[config.mk]
export PLATFORM = sky130hd
export DESIGN_NAME = nibble_crc4_check
export DESIGN_NICKNAME = d
export VERILOG_FILES = /design/src/rtl/ncrc_pkg.sv /design/src/rtl/ncrc_step.sv /design/src/rtl/ncrc_seq.sv /design/src/rtl/ncrc_path.sv /design/src/rtl/ncrc_result.sv /design/src/rtl/nibble_crc4_check.sv
export SDC_FILE = /design/constraint.sdc
export NUM_CORES = 1
export LEC_CHECK = 0
export CAP_MARGIN = 10
export CORE_ASPECT_RATIO = 1.25
export CORE_MARGIN = 2
export CORE_UTILIZATION = 45
export DETAILED_ROUTE_END_ITERATION = 10
export PLACE_DENSITY = 0.74
export SLEW_MARGIN = 40
export SYNTH_ARGS = -nofsm -noshare
export SYNTH_HDL_FRONTEND = slang
export SYNTH_SLANG_ARGS = --single-unit
[constraint.sdc]
create_clock -name clk -period 1.46 [get_ports clk]
set_input_delay 0.146 -clock clk [delete_from_list [all_inputs] [get_ports clk]]
set_output_delay 0.146 -clock clk [all_outputs]
set_load 0.01 [all_outputs]
[src/rtl/ncrc_pkg.sv]
package ncrc_pkg;

    localparam int CHK_W = 4;
    localparam logic [4:0] NCRC_POLY = 5'h17;

    typedef logic [CHK_W-1:0] nib_t;

    typedef enum logic {
        ST_IDLE = 1'b0,
        ST_RUN  = 1'b1
    } ncrc_state_e;

    typedef struct packed {
        nib_t crc;
        logic match;
    } ncrc_res_t;

    // steps per word: nibble-rounded field plus one leading zero nibble
    function automatic int ncrc_steps(input int data_w);
        return ((data_w + 3) / 4) + 1;
    endfunction

    // table entry = (v * x^4) mod poly, computed rather than listed
    function automatic nib_t ncrc_lut(input nib_t v);
        logic [7:0] acc;
        acc = {v, 4'b0000};
        for (int i = 7; i >= 4; i--) begin
            if (acc[i]) begin
                acc = acc ^ (8'(NCRC_POLY) << (i - 4));
            end
        end
        return acc[3:0];
    endfunction

endpackage

[src/rtl/ncrc_step.sv]
module ncrc_step
    import ncrc_pkg::*;
#(
    parameter bit USE_LUT = 1'b1
) (
    input  nib_t crc_in,
    input  nib_t nib_in,
    output nib_t crc_nxt
);

    nib_t idx;
    assign idx = crc_in ^ nib_in;

    generate
        if (USE_LUT) begin : g_lut
            assign crc_nxt = ncrc_lut(idx);
        end else begin : g_shift
            // four feedback shifts, equivalent to one table lookup
            nib_t stage [0:4];
            assign stage[0] = idx;
            for (genvar k = 0; k < 4; k++) begin : g_bit
                assign stage[k+1] = {stage[k][2:0], 1'b0}
                                  ^ (stage[k][3] ? 4'h7 : 4'h0);
            end
            assign crc_nxt = stage[4];
        end
    endgenerate

endmodule

[src/rtl/ncrc_seq.sv]
module ncrc_seq
    import ncrc_pkg::*;
#(
    parameter int NSTEPS = 8,
    localparam int CNT_W = (NSTEPS > 1) ? $clog2(NSTEPS) : 1
) (
    input  logic clk,
    input  logic rst,
    input  logic in_valid,
    output logic in_ready,
    output logic busy,
    output logic done,
    output logic load,
    output logic step,
    output logic last
);

    ncrc_state_e       st_q;
    logic [CNT_W-1:0]  cnt_q;

    assign in_ready = (st_q == ST_IDLE);
    assign busy     = (st_q == ST_RUN);
    assign load     = in_ready && in_valid;
    assign step     = busy;
    assign last     = busy && (cnt_q == CNT_W'(NSTEPS - 1));

    always_ff @(posedge clk) begin
        if (rst) begin
            st_q  <= ST_IDLE;
            cnt_q <= '0;
            done  <= 1'b0;
        end else begin
            done <= 1'b0;
            unique case (st_q)
                ST_IDLE: begin
                    if (in_valid) begin
                        st_q  <= ST_RUN;
                        cnt_q <= '0;
                    end
                end
                ST_RUN: begin
                    cnt_q <= cnt_q + 1'b1;
                    if (last) begin
                        st_q <= ST_IDLE;
                        done <= 1'b1;
                    end
                end
                default: st_q <= ST_IDLE;
            endcase
        end
    end

endmodule

[src/rtl/ncrc_path.sv]
module ncrc_path
    import ncrc_pkg::*;
#(
    parameter int DATA_W  = 28,
    parameter int NSTEPS  = 8,
    parameter bit USE_LUT = 1'b1,
    localparam int PAD_W  = NSTEPS * 4
) (
    input  logic              clk,
    input  logic              rst,
    input  logic              load,
    input  logic              step,
    input  logic [DATA_W-1:0] data_in,
    input  logic              chain,
    input  nib_t              seed,
    output nib_t              crc_nxt
);

    logic [PAD_W-1:0] sh_q;
    nib_t             crc_q;

    ncrc_step #(.USE_LUT(USE_LUT)) u_step (
        .crc_in (crc_q),
        .nib_in (sh_q[PAD_W-1 -: 4]),
        .crc_nxt(crc_nxt)
    );

    always_ff @(posedge clk) begin
        if (rst) begin
            sh_q  <= '0;
            crc_q <= '0;
        end else if (load) begin
            sh_q  <= {{(PAD_W - DATA_W){1'b0}}, data_in};
            crc_q <= chain ? seed : '0;
        end else if (step) begin
            sh_q  <= {sh_q[PAD_W-5:0], 4'h0};
            crc_q <= crc_nxt;
        end
    end

endmodule

[src/rtl/ncrc_result.sv]
module ncrc_result
    import ncrc_pkg::*;
(
    input  logic      clk,
    input  logic      rst,
    input  logic      load,
    input  nib_t      chk_in,
    input  logic      last,
    input  nib_t      crc_fin,
    output ncrc_res_t res
);

    nib_t chk_q;

    always_ff @(posedge clk) begin
        if (rst) begin
            chk_q <= '0;
            res   <= '0;
        end else begin
            if (load) begin
                chk_q <= chk_in;
            end
            if (last) begin
                res.crc   <= crc_fin;
                res.match <= (crc_fin == chk_q);
            end
        end
    end

endmodule

[src/rtl/nibble_crc4_check.sv]
module nibble_crc4_check
    import ncrc_pkg::*;
#(
    parameter int DATA_W  = 28,
    parameter bit USE_LUT = 1'b1
) (
    input  logic                clk,
    input  logic                rst,
    input  logic                in_valid,
    output logic                in_ready,
    input  logic [DATA_W+3:0]   in_word,
    input  logic                in_chain,
    input  logic [3:0]          in_seed,
    output logic                busy,
    output logic                done,
    output logic [3:0]          crc_out,
    output logic                crc_match
);

    localparam int NSTEPS = ncrc_steps(DATA_W);
    localparam int WORD_W = DATA_W + CHK_W;

    logic      load, step, last;
    nib_t      crc_nxt;
    ncrc_res_t res;

    ncrc_seq #(.NSTEPS(NSTEPS)) u_seq (
        .clk     (clk),
        .rst     (rst),
        .in_valid(in_valid),
        .in_ready(in_ready),
        .busy    (busy),
        .done    (done),
        .load    (load),
        .step    (step),
        .last    (last)
    );

    ncrc_path #(.DATA_W(DATA_W), .NSTEPS(NSTEPS), .USE_LUT(USE_LUT)) u_path (
        .clk    (clk),
        .rst    (rst),
        .load   (load),
        .step   (step),
        .data_in(in_word[WORD_W-1:CHK_W]),
        .chain  (in_chain),
        .seed   (in_seed),
        .crc_nxt(crc_nxt)
    );

    ncrc_result u_res (
        .clk    (clk),
        .rst    (rst),
        .load   (load),
        .chk_in (in_word[CHK_W-1:0]),
        .last   (last),
        .crc_fin(crc_nxt),
        .res    (res)
    );

    assign crc_out   = res.crc;
    assign crc_match = res.match;

endmodule

==> summary.md <==
| Metric | Value |
|---|---|
| Share of layout cells above drive strength 1 | 0.1293 |
| Max Slew Vio Count | 0 |
| Largest net degree at the start of global routing | 56 |
| Total placed cells including tap cells | 346 |
| Library cells used by synthesis | 25 |
| Leak pwr | 1.247 nW |
| Launching point of the worst reg2reg path | u_path.sh_q[28]$_SDFFE_PP0P_ |
| TNS Setup | 0 ns |
| Max cap viols | 0 |
| Initial DRT Pass Iterations | 4 |
| RSZ-0062 raised after global routing | true |
| Clk_lat worst skew | 0.29 ns |
| Mapped Avg Cell Area | 9.142 µm² |
| I/O Pins | 48 |
| Clk network pwr share | 0.272 |
| Slew HR | 0.8153 |
| Worst Hold Depth | 2 |
| DR vias | 1778 |
| P_int | 2.155 mW |
| Period utilisation layout | 0.9987 |
| Adder-cell share of the synthesized area | 0.01104 |
| Post-Synth XOR/XNOR Area | 0.08664 |
| Initial antenna violation count | 0 |
| Sequential group share of total power | 0.516 |
| Design Power | 2.882 mW |
| Hold WS | 0.1551 ns |
| Synth Instances | 248 |
| Crit path kind | reg -> reg |
| Count of state elements after synthesis | 50 |
| Setup WS pre-CTS | -0.007118 ns |
| Post-synthesis sequential area ratio | 0.4415 |
| Reg2Reg Depth | 4 |
| DRC | 0 |
| Layout Area Growth over Synthesis | 32.23% |
| Peak VDD IR | 0.7084 mV |
| CTS H-Tree Depth | 2 |
| I/O Buffers | 47 |
| Total Die Area | 5626 µm² |
| Period minus WS final | 1.458 ns |
| Worst Path Max Fanout | 3 |
| Gr ovfl total | 0 |
| Clk slew on worst S/H paths | 0.08 ns |
| Worst-Margin Slew | 0.2752 ns |
| Hold path start | in_valid |
| Cell Area, Synth | 2267 µm² |
| CTS tree | yes |
| Root buffer cell | clkbuf_8 |
| DRT iter0 DRCs | 58 |
| Clock Tree Buf Depth | 2 |
| Remaining antenna violation count | 0 |
| FP Rows | 28 |
| Diodes inserted | 0 |
| GRT Overall Usage | 0.1702 |
| Vias in the first global route | 1732 |
| Post-Synth Simple-Gate Area | 0.1600 |
| Sw power | 0.7272 mW |
| WP data arrival | 1.67 ns |
| Critical Path Sink Type | flip-flop |
| Final setup fails | 0 |
| Syn nets | 290 |
| Fmax | 685.8 MHz |
| Switching share of total power | 0.2523 |
| Setup crit start kind | flip-flop |
| Worst Hold Path EP | u_seq.busy$_SDFF_PP0_ |
| Final worst setup slack | 0.001839 ns |
| Largest family of logic cells by synthesized area | simple AND/OR/NAND/NOR gates |
| Die Ht | 83.36 µm |
| Combinational power share | 0.212 |
| FF-to-FF setup slack | 0.002 ns |
| First-pass GRT wire length | 7.562 mm |
| Final std cells w/o fill | 354 |
| YS warnings | 0 |
| Post-synthesis mux area share | 0.1413 |
| Status | finished, final reports clean |
| PwrDens | 961.3 nW/µm² |
| Final WL | 4.423 mm |
| Core Region | 4800 µm² |
| DPL Wire Length | 3.066 mm |
| Starting density of the core | 0.4724 |
| HP Class | in -> reg |
| Placement Cell Area | 2861 µm² |
| Critical path required time | 1.68 ns |
| Layout Nets | 337 |
| Die Wd | 67.49 µm |
| Core Util, Final | 0.6246 |
| Compound-cell area share of the yosys netlist | 0.1192 |
| Reg2reg end | u_res.res[0]$_SDFFE_PP0P_ |
| GP Congestion | 0.7266 |
| DR WL/cell | 12.49 µm |
| Cts bufs inserted | 5 |
| Finished Cell Area | 2998 µm² |
| Fin. Hold Viols | 0 |
| Clock sink count | 50 |
| Worst Skew | 0.002276 ns |
| Vias per cell | 5.023 |
-- worst max-delay path, cell delays in order, from the launching register on --
cell,delay [ns]
dfxtp_1,0.34
xnor2_2,0.24
xnor3_2,0.43
xnor2_2,0.16
o31ai_2,0.21
-- state kept, by name, indices dropped and copies added, names as in the netlist --
name,cells
u_path.sh_q,32
u_res.res,5
u_res.chk_q,4
u_seq.busy,1
u_seq.done,1
u_path.crc_q,4
u_seq.cnt_q,3
-- power by group through the flow --
stage / Combinational (mW) / Sequential [mW] / Clock (mW)
2_1_floorplan: 0.388 / 1.50 / 0
3_3_place_gp: 0.573 / 1.52 / 0
3_5_place_dp: 0.582 / 1.52 / 0
4_1_cts: 0.611 / 1.49 / 0.812
5_1_grt: 0.673 / 1.50 / 0.855
6_report: 0.612 / 1.49 / 0.783
-- final cells by class --
class / count / area [µm²]
Clock buffer: 6 / 82.58
Inverter: 2 / 7.507
Multi-Input combinational cell: 175 / 1215
Sequential cell: 50 / 1015
Tap cell: 60 / 75.07
Fill cell: 424 / 1802
Timing Repair Buffer: 61 / 603.1
-- how the worst max path moves through the flow --
stage                                 startpoint                           end  slack [ns]
global placement    u_path.sh_q[28]$_SDFFE_PP0P_     u_res.res[0]$_SDFFE_PP0P_        0.03
finish              u_path.sh_q[28]$_SDFFE_PP0P_     u_res.res[0]$_SDFFE_PP0P_       0.002
detailed placement  u_path.crc_q[2]$_SDFFE_PP0P_     u_res.res[0]$_SDFFE_PP0P_      -0.007
CTS                 u_path.sh_q[30]$_SDFFE_PP0P_  u_path.crc_q[0]$_SDFFE_PP0P_      0.0008
floorplan           u_path.crc_q[2]$_SDFFE_PP0P_     u_res.res[0]$_SDFFE_PP0P_      0.0002
global route        u_path.crc_q[2]$_SDFFE_PP0P_     u_res.res[0]$_SDFFE_PP0P_       -0.05
-- cell usage in the layout (no fill, tap or decap), drive strengths merged, types with 2 or more instances in the layout --
cell type      Yosys  layout
a211oi             8       8
a21oi             31      31
a311oi             4       4
buf                8      15
clkbuf            13       6
clkdlybuf4s50      0      46
dfxtp             50      50
ha                 2       2
inv                2       2
mux2i             32      32
nor2              64      64
nor2b              6       6
nor3               5       5
nor3b              6       6
xnor2              7       7
xnor3              3       3
-- synthesized netlist by cell type --
cell,count,area share
nor3_1,5,0.011
a21oi_1,31,0.068
nor2b_1,6,0.017
xnor2_1,4,0.015
clkbuf_1,13,0.022
buf_1,4,0.0066
buf_2,4,0.0088
xnor2_4,1,0.012
nor2_1,64,0.11
nor3b_1,6,0.020
nand3_1,1,0.0022
o21a_1,1,0.0033
xnor3_1,3,0.030
mux2i_1,32,0.14
a311oi_1,4,0.015
dfxtp_1,50,0.44
nand2_1,1,0.0017
o31ai_2,1,0.0055
xor2_1,1,0.0039
xnor2_2,2,0.014
and2_1,1,0.0028
ha_1,2,0.011
xor3_2,1,0.011
a211oi_1,8,0.026
inv_1,2,0.0033
-- kinds of logic (layout without fill, tap and decap cells) --
logic type	Yosys count	count (layout)
adders and majority gates	2	2
AOI/OAI and AO/OA	45	45
buffers and inverters	23	69
and+or+nand+nor	84	84
muxes	32	32
DFF	50	50
xor gates and xnor gates	12	12
-- metal layers --
metal	GRT usage	part of all wire
met4	0.03896	0.010
met5	0	0
met1	0.2127	0.46
met3	0.04743	0.046
met2	0.2843	0.49
-- repair_timing --
item | CTS | global route
gates resized for setup | 6 | 6
setup endpoints to repair | 2 | 4
hold buffers | 0 | 0
buffers inserted | 2 | 0
pin swaps | 5 | 5
endpoints found under the hold margin | 0 | 0
No activity file was read; power rests on OpenSTA's default activity.
